<file path="config.mk">
export PLATFORM = sky130hd
export DESIGN_NAME = ldet_status_gen
export DESIGN_NICKNAME = d
export VERILOG_FILES = /design/src/rtl/ldet_pkg.sv /design/src/rtl/ldet_mode_decode.sv /design/src/rtl/ldet_win_timer.sv /design/src/rtl/ldet_status_gen.sv
export SDC_FILE = /design/constraint.sdc
export NUM_CORES = 1
export LEC_CHECK = 0
export ABC_AREA = 1
export BUFFER_PORTS_ARGS = -buffer_cell sky130_fd_sc_hd__clkbuf_2
export CAP_MARGIN = 20
export CORE_UTILIZATION = 45
export CTS_CLUSTER_DIAMETER = 50
export DETAILED_ROUTE_END_ITERATION = 7
export PLACE_DENSITY = 0.59
export SLEW_MARGIN = 5
export SYNTH_ARGS = -nofsm -noshare
export SYNTH_HDL_FRONTEND = slang
export SYNTH_SLANG_ARGS = --single-unit
</file>
<file path="constraint.sdc">
create_clock -name clk -period 1.9 [get_ports clk]
set_clock_uncertainty 0.05 [all_clocks]
set_input_delay 0.095 -clock clk [delete_from_list [all_inputs] [get_ports clk]]
set_output_delay 0.095 -clock clk [all_outputs]
set_load 0.1 [all_outputs]
</file>
<file path="src/rtl/ldet_pkg.sv">
package ldet_pkg;

    typedef enum logic [1:0] {
        MC_OFF  = 2'd0,
        MC_LOAD = 2'd1,
        MC_PW   = 2'd2
    } mode_cls_t;

    typedef enum logic [2:0] {
        ST_IDLE     = 3'd0,
        ST_WATCH    = 3'd1,
        ST_LOADED   = 3'd2,
        ST_PW_HIGH  = 3'd3,
        ST_PW_LOW   = 3'd4,
        ST_PW_DISCH = 3'd5
    } ldet_state_t;

    localparam logic [3:0] CMD_PW      = 4'b0011;
    localparam logic [3:0] CMD_DCP_LD  = 4'b0111;
    localparam logic [3:0] CMD_CDP     = 4'b1111;

    localparam int NUM_WIN = 4;
    localparam int WIN_ARM = 0;
    localparam int WIN_REL = 1;
    localparam int WIN_IDL = 2;
    localparam int WIN_DIS = 3;

    function automatic mode_cls_t cmd_class(input logic [3:0] c);
        if (c == CMD_PW)
            return MC_PW;
        else if (c == CMD_DCP_LD || c == CMD_CDP)
            return MC_LOAD;
        else
            return MC_OFF;
    endfunction

    function automatic ldet_state_t entry_state(input mode_cls_t m);
        unique case (m)
            MC_LOAD: return ST_WATCH;
            MC_PW:   return ST_PW_HIGH;
            default: return ST_IDLE;
        endcase
    endfunction

endpackage

</file>
<file path="src/rtl/ldet_mode_decode.sv">
module ldet_mode_decode
    import ldet_pkg::*;
(
    input  logic [3:0] cmd,
    output mode_cls_t  cls,
    output logic       is_cdp
);

    always_comb begin
        cls    = cmd_class(cmd);
        is_cdp = (cmd == CMD_CDP);
    end

endmodule

</file>
<file path="src/rtl/ldet_win_timer.sv">
module ldet_win_timer #(
    parameter int LIMIT = 200
) (
    input  logic clk,
    input  logic rst_n,
    input  logic run,
    input  logic tick,
    output logic done
);

    localparam int CW = $clog2(LIMIT + 1);
    localparam logic [CW-1:0] LIM_V = CW'(LIMIT);

    logic [CW-1:0] cnt;

    always_ff @(posedge clk or negedge rst_n) begin
        if (!rst_n)
            cnt <= '0;
        else if (!run)
            cnt <= '0;
        else if (tick && cnt != LIM_V)
            cnt <= cnt + 1'b1;
    end

    assign done = run && (cnt == LIM_V);

endmodule

</file>
<file path="src/rtl/ldet_status_gen.sv">
module ldet_status_gen
    import ldet_pkg::*;
#(
    parameter int ASSERT_TICKS  = 200,
    parameter int RELEASE_TICKS = 3000,
    parameter int IDLE_TICKS    = 15001,
    parameter int DISCH_TICKS   = 2001
) (
    input  logic       clk,
    input  logic       rst_n,
    input  logic [3:0] cmd,
    input  logic       tick,
    input  logic       load_hi,
    input  logic       load_lo,
    input  logic       pw_idle,
    input  logic       ilim_hit,
    input  logic       prim_det,
    output logic       status_n,
    output logic       lim_low_pwr,
    output logic       dischg_req
);

    localparam int WIN_LIM [NUM_WIN] = '{ASSERT_TICKS, RELEASE_TICKS, IDLE_TICKS, DISCH_TICKS};

    mode_cls_t   cls;
    logic        is_cdp;
    ldet_state_t state, nxt;
    logic [NUM_WIN-1:0] win_run;
    logic [NUM_WIN-1:0] win_done;

    ldet_mode_decode i_dec (
        .cmd    (cmd),
        .cls    (cls),
        .is_cdp (is_cdp)
    );

    always_comb begin
        win_run          = '0;
        win_run[WIN_ARM] = (state == ST_WATCH)    && (cls == MC_LOAD) && load_hi;
        win_run[WIN_REL] = (state == ST_LOADED)   && (cls == MC_LOAD) && load_lo;
        win_run[WIN_IDL] = (state == ST_PW_HIGH)  && (cls == MC_PW)   && pw_idle;
        win_run[WIN_DIS] = (state == ST_PW_DISCH) && (cls == MC_PW);
    end

    for (genvar g = 0; g < NUM_WIN; g++) begin : g_win
        ldet_win_timer #(.LIMIT(WIN_LIM[g])) i_win (
            .clk   (clk),
            .rst_n (rst_n),
            .run   (win_run[g]),
            .tick  (tick),
            .done  (win_done[g])
        );
    end

    always_comb begin
        nxt = state;
        unique case (state)
            ST_IDLE: begin
                nxt = entry_state(cls);
            end
            ST_WATCH: begin
                if (cls != MC_LOAD)
                    nxt = entry_state(cls);
                else if ((is_cdp && prim_det) || win_done[WIN_ARM])
                    nxt = ST_LOADED;
            end
            ST_LOADED: begin
                if (cls != MC_LOAD)
                    nxt = entry_state(cls);
                else if (win_done[WIN_REL] && !(is_cdp && prim_det))
                    nxt = ST_WATCH;
            end
            ST_PW_HIGH: begin
                if (cls != MC_PW)
                    nxt = entry_state(cls);
                else if (win_done[WIN_IDL])
                    nxt = ST_PW_LOW;
            end
            ST_PW_LOW: begin
                if (cls != MC_PW)
                    nxt = entry_state(cls);
                else if (ilim_hit)
                    nxt = ST_PW_DISCH;
            end
            ST_PW_DISCH: begin
                if (cls != MC_PW)
                    nxt = entry_state(cls);
                else if (win_done[WIN_DIS])
                    nxt = ST_PW_HIGH;
            end
            default: nxt = ST_IDLE;
        endcase
    end

    always_ff @(posedge clk or negedge rst_n) begin
        if (!rst_n)
            state <= ST_IDLE;
        else
            state <= nxt;
    end

    always_comb begin
        status_n    = 1'b1;
        lim_low_pwr = 1'b0;
        dischg_req  = 1'b0;
        unique case (state)
            ST_IDLE, ST_WATCH: begin
                status_n = 1'b1;
            end
            ST_LOADED, ST_PW_HIGH: begin
                status_n = 1'b0;
            end
            ST_PW_LOW: begin
                lim_low_pwr = 1'b1;
            end
            ST_PW_DISCH: begin
                status_n   = 1'b0;
                dischg_req = 1'b1;
            end
            default: status_n = 1'b1;
        endcase
    end

endmodule

</file>
**After elaboration in Yosys (flattened, before gate mapping)**

Index checks and enable logic that the tools add are counted.

- Register bits: 48
- Latch bits: 0
- Memory bits (writable): 0
- Memory bits (read-only): 0
- Input port bits: 12
- Output and inout bits: 3
- Word-level logic and storage cells: 86
- Memories kept: 0

- $add $sub $neg: 4
- Multiply operators: 0
- Divide/modulo/power cells: 0
- Order comparisons: 0
- Equality and inequality tests: 29
- Shifts and indexed selects: 0
- Muxes and demuxes: 25
- Bitwise logic cells: 0
- Reduce and logical (&&, ||, !) cells: 23

Operator list:

| kind | number |
|---|---|
| 2-to-1 mux 3 bit | 10 |
| 2-to-1 mux 14 bit | 2 |
| 2-to-1 mux 12 bit | 2 |
| 2-to-1 mux 11 bit | 2 |
| one-hot mux 3 bit (6 select lines) | 1 |
| logical AND 1 bit | 17 |
| 2-to-1 mux 8 bit | 2 |
| adder 14 x 1 -> 14 bit, second input constant | 1 |
| equality test 14 bit, second input constant | 1 |
| != test 14 bit, second input constant | 1 |
| adder 12 x 1 -> 12 bit, second input constant | 1 |
| equality test 12 bit, second input constant | 1 |
| != test 12 bit, second input constant | 1 |
| != test 3 x 1 -> 1 bit, second input constant | 4 |
| adder 11 x 1 -> 11 bit, second input constant | 1 |
| equality test 11 bit, second input constant | 1 |
| != test 11 bit, second input constant | 1 |
| != test 2 bit, second input constant | 5 |
| adder 8 x 1 -> 8 bit, second input constant | 1 |
| equality test 8 bit, second input constant | 1 |
| != test 8 bit, second input constant | 1 |
| equality test 3 x 2 -> 1 bit, second input constant | 2 |
| equality test 3 bit, second input constant | 2 |
| AND reduction 5 bit | 1 |
| other kinds (15) | 19 |

**Longest topological paths before layout**

- Depth after elaboration: 12
- Depth in mapped cells: 12
- Depth with buffers taken out: 12

**Modules after synthesis**

A second synthesis with hierarchy kept.

- Cell total of the unflattened synthesis: 513
- Area, all modules: 3,504.6 um^2

Modules (own cells, without submodules):

| module | instances | cells each | area an instance (um^2) | seq. area each (um^2) |
|---|---|---|---|---|
| ldet_win_timer (g_win[2].i_win) | 1 | 140 | 970.9 | 350.3 |
| ldet_win_timer (g_win[1].i_win) | 1 | 114 | 790.8 | 300.3 |
| ldet_win_timer (g_win[3].i_win) | 1 | 107 | 734.5 | 275.3 |
| ldet_win_timer (g_win[0].i_win) | 1 | 78 | 565.5 | 200.2 |
| ldet_status_gen | 1 | 66 | 405.4 | 75.1 |
| ldet_mode_decode | 1 | 8 | 37.5 | 0.0 |

**Worst setup path before layout**

No wires, ideal clock.

- Path type: register to register
- Start: register state[0]
- End: register state[0]
- Library setup time: 0.123 ns
- Data arrival time: 3.191 ns
- Data required time: 1.727 ns
- Setup slack: -1.464 ns
- Stages on the path, launching flop included: 7
- Path buffers: 0
- Clock period less this slack: 3.364 ns
- Cell sequence: dfrtp_1 nor3_1 nand2_1 nand3_2 nor2_2 nand2_1 nand2_1

- Word-level cells in the longest chain between the ends: 7
- Elaborated cells between the ends (all ways): 26
- Classes of those cells: 10 x eq/ne; 1 x mux; 15 x reduce/logical

Ends and longest elaborated chain:

| what | line | text |
|---|---|---|
| start, declared | ldet_status_gen.sv:27 | `ldet_state_t state, nxt;` |
| start signal, assigned | ldet_status_gen.sv:99 | `state <= nxt;` |
| equality test 3 x 2 -> 1 bit / equality test 3 x 1 -> 1 bit (equally long branches) | ldet_status_gen.sv:40, ldet_status_gen.sv:57, ldet_status_gen.sv:39 |  |
| logical AND 1 bit (on tied branches) (2 in a row) | ldet_status_gen.sv:40, ldet_status_gen.sv:39 |  |
| logical AND 1 bit | ldet_win_timer.sv:25 | `assign done = run && (cnt == LIM_V);` |
| logical AND 1 bit / logical OR 1 bit (equally long branches) | ldet_status_gen.sv:70, ldet_status_gen.sv:64 |  |
| != test 3 x 1 -> 1 bit (no source line) | -- |  |
| AND reduction 5 bit (no source line) | -- |  |

Parallel ways exist; a longest one is shown, timed or not.
A chain may end at the register's enable or synchronous reset.

**Worst setup path in the final report**

- Start: register state[1]
- End: output dischg_req

- Word-level cells in the longest chain between the ends: 2

Ends and longest elaborated chain:

| what | line | text |
|---|---|---|
| equality test 3 bit | ldet_status_gen.sv:106 | `unique case (state)` |
| 2-to-1 mux 1 bit | ldet_status_gen.sv:106 |  |
| end, declared | ldet_status_gen.sv:20 | `output logic dischg_req` |

Every way passes these cells.

==> impl_metrics.csv <==
group,metric,value,unit
power,power,0.00173,W
logic_synthesis,syn_area,3150,um2
timing,grt_setup_unrepaired,"false",
floorplanning,core_region_area,6790,um2
global_routing,antenna_found_initial,0,
routing,num_vias,2657,
timing,maxSlewHeadroom,58.0,%
placement,hpwl,4.77,mm
worst_setup_path,crit_top_cell,"inv_1",
routing,drc_errors,0,
logic_synthesis,synth_simple_gate_area_share,38.3,%
routing,vias_per_cell,4.88,
logic_synthesis,synth_cell_types,35,
routing,drtIter0Drc,140,
cells_and_area,final.fill_count,691,
floorplanning,die_area,7350,um2
routing,wire_per_inst,11.8,um
logic_synthesis,yosysWarnings,0,
floorplanning,initial_core_util,46.4,%
cells_and_area,final_nets,468,
min_path,worstHoldStart,"load_lo",
floorplanning,rows,30,
worst_setup_path,critPathMaxFanout,5,
logic_synthesis,synthAdderAreaFrac,3.17,%
logic_synthesis,synth-seq-cells,48,
clock_network,cts_made_buffers,5,
global_routing,grt_pass1_vias,2610,
worst_setup_path,slowest_delay,0.46,ns
cells_and_area,n_antenna_cell,0,
worst_setup_path,path_class,"flip-flop to primary output",
global_routing,grt_max_degree,49,
worst_setup_path,worstPathArrival,1.65,ns
timing,drv_slew,0,
power,power_density,503,nW/um2
floorplanning,die_h,85.7,um
timing,final-setup-viol-count,0,
logic_synthesis,synth_compound_area_share,9.44,%
placement,port_buffers,14,
clock_network,clock_latency,0.31,ns
logic_synthesis,syn_area_per_cell,7.40,um2
timing,hold_viol,0,
clock_network,cts.clk_slew.worst_paths,0.09,ns
global_routing,track_usage,19.4,%
logic_synthesis,synth_top_family_by_area,"simple AND/OR/NAND/NOR gates",
routing,drtAntennaViolNets,0,
placement,place.gp.congestion,0.806,
run,cap_violations,0,
power,p_leak,1.44,nW
clock_network,cts_setup_buffers,0,
clock_network,cts_sinks,48,
logic_synthesis,synth-xor-area-share,2.78,%
worst_setup_path,r2r_start,"g_win[1].i_win.cnt[0]$_DFFE_PN0P_",
cells_and_area,syn_to_final_growth,9.05,%
worst_setup_path,cp_cell_sequence,"inv_1, nand3_2, inv_1, clkbuf_2",
clock_network,clock_path_buffers,2,
global_routing,overflow,0,
worst_setup_path,cp_slowest_cell,"dfrtp_1",
global_routing,grt_first_pass_wirelength,11.5,mm
cells_and_area,drive_gt1_share,16.5,%
floorplanning,die_w,85.7,um
logic_synthesis,synth.area.mux_share,0,%
clock_network,cts_tree,"yes",
worst_setup_path,crit_path_start,"state[1]$_DFFE_PN0P_",
clock_network,clock-root-buffer,"clkbuf_8",
run_status,status,"completed",
timing,fmax,559,MHz
worst_setup_path,worst_setup_path_end_kind,"primary output",
logic_synthesis,syn_nets,446,
worst_setup_path,cp.required,1.75,ns
timing,worstMarginPinSlew,0.630,ns
logic_synthesis,syn-instance-count,426,
timing,fin_crit,1.79,ns
routing,first_pass_iters,4,
power,vdd_drop_max,0.280,mV
min_path,hold_path.class,"input pin to flip-flop",
timing,period_share,94.2,%
floorplanning,io_pins,15,
timing,holdWs,0.0689,ns
routing,wl,6.42,mm
logic_synthesis,synth_seq_area_share,38.1,%
worst_setup_path,cp-start-kind,"flip-flop",
clock_network,cts_max_level,2,
## registers in the layout (all words and copies together) (netlist names)
register         count
g_win.i_win.cnt     45
state                3
## layer usage
metal	track usage, %	part of all wire, %
met2	33.2	47
met5	0	0
met3	3.56	2.6
met1	25.2	49
met4	5.45	1.1
## synth_stat cells (all sizes together)
library cell,number,area (um2)
nand2,115,505
nor2,64,283
inv,60,238
dfrtp,48,1200
nand3,42,263
o21ai,27,150
a21oi,18,105
nor3,18,105
xor2,9,78.8
ha,8,100
nand4,4,25.0
nor3b,2,15.0
o22ai,2,12.5
o31ai,2,15.0
and2,1,6.26
and3,1,6.26
buf,1,11.3
clkinv,1,8.76
o21a,1,7.51
o21bai,1,7.51
xnor2,1,8.76
## kinds of logic after synthesis
group,count (synthesis)
flip-flops,48
XOR/XNOR,10
AND/OR/NAND/NOR,247
AO/OA/AOI/OAI,51
adder cells (fa/ha/maj),8
buffers and inverters,62
## placed cells by master, fill, tap and decap left out, types with 9 or more instances in the layout
cell type / n
o21ai_0: 19
nand3_1: 33
nand2_1: 103
clkbuf_2: 13
dfrtp_1: 48
xor2_1: 9
nor2_1: 55
inv_1: 50
a21oi_1: 14
nor3_1: 14
## area by class of cell
cell class | count | area, um2 | share of cell area, %
well taps | 96 | 120 | 3.49
clock buffers | 6 | 72.6 | 2.11
inverters | 61 | 246 | 7.17
clock inverters | 1 | 5.00 | 0.146
multi-input cells | 316 | 1710 | 49.6
repair buffers | 16 | 87.6 | 2.55
flip-flops and latches | 48 | 1200 | 34.9
## critical path, delay by kind of cell, from the launching register on
| kind | cells | cell delay [ns] |
|---|---|---|
| DFF | 1 | 0.46 |
| buffers and inverters | 3 | 0.73 |
| and+or+nand+nor | 1 | 0.15 |
## stage by stage
stage | area, um2 | utilization [%] | worst slack (ns) | cells | TNS [ns]
2_1_floorplan | 3160 | - | -0.0103 | 426 | -0.0103
3_3_place_gp | 3350 | 49.3 | 0.181 | 536 | 0
3_5_place_dp | 3350 | 49.3 | 0.115 | 536 | 0
4_1_cts | 3440 | 50.6 | 0.0815 | 544 | 0
5_1_grt | 3440 | 50.6 | 0.00221 | 544 | 0
6_report | 3440 | 50.6 | 0.110 | 544 | 0
## what timing repair did
action | 4_1_cts | 5_1_grt
hold buffers | 1 | 0
endpoints found under the hold margin | 48 | 0
setup endpoints to repair | 0 | 2
gates resized for setup | 0 | 2
## final timing paths
| check | depth (start not counted) | slack, ns | end |
|---|---|---|---|
| worst min-delay path | 3 | 0.07 | g_win[1].i_win.cnt[3]$_DFFE_PN0P_ |
| min in group asynchronous | 3 | 0.37 | g_win[1].i_win.cnt[7]$_DFFE_PN0P_ |
| worst min register to register | 1 | 0.48 | g_win[3].i_win.cnt[4]$_DFFE_PN0P_ |
| worst max register to register | 11 | 0.17 | g_win[1].i_win.cnt[7]$_DFFE_PN0P_ |
| worst max-delay path | 4 | 0.11 | dischg_req |
| max in group asynchronous | 3 | 1.00 | g_win[3].i_win.cnt[1]$_DFFE_PN0P_ |
## power breakdown
part	switching [W]	internal [W]	leakage [nW]
logic	0.0000758	0.0000267	0.729
clock network	0.000347	0.000251	0.0410
registers	0.00000554	0.00102	0.670
total	0.000428	0.00130	1.44
Note: power is estimated with default switching activity, not from simulation.
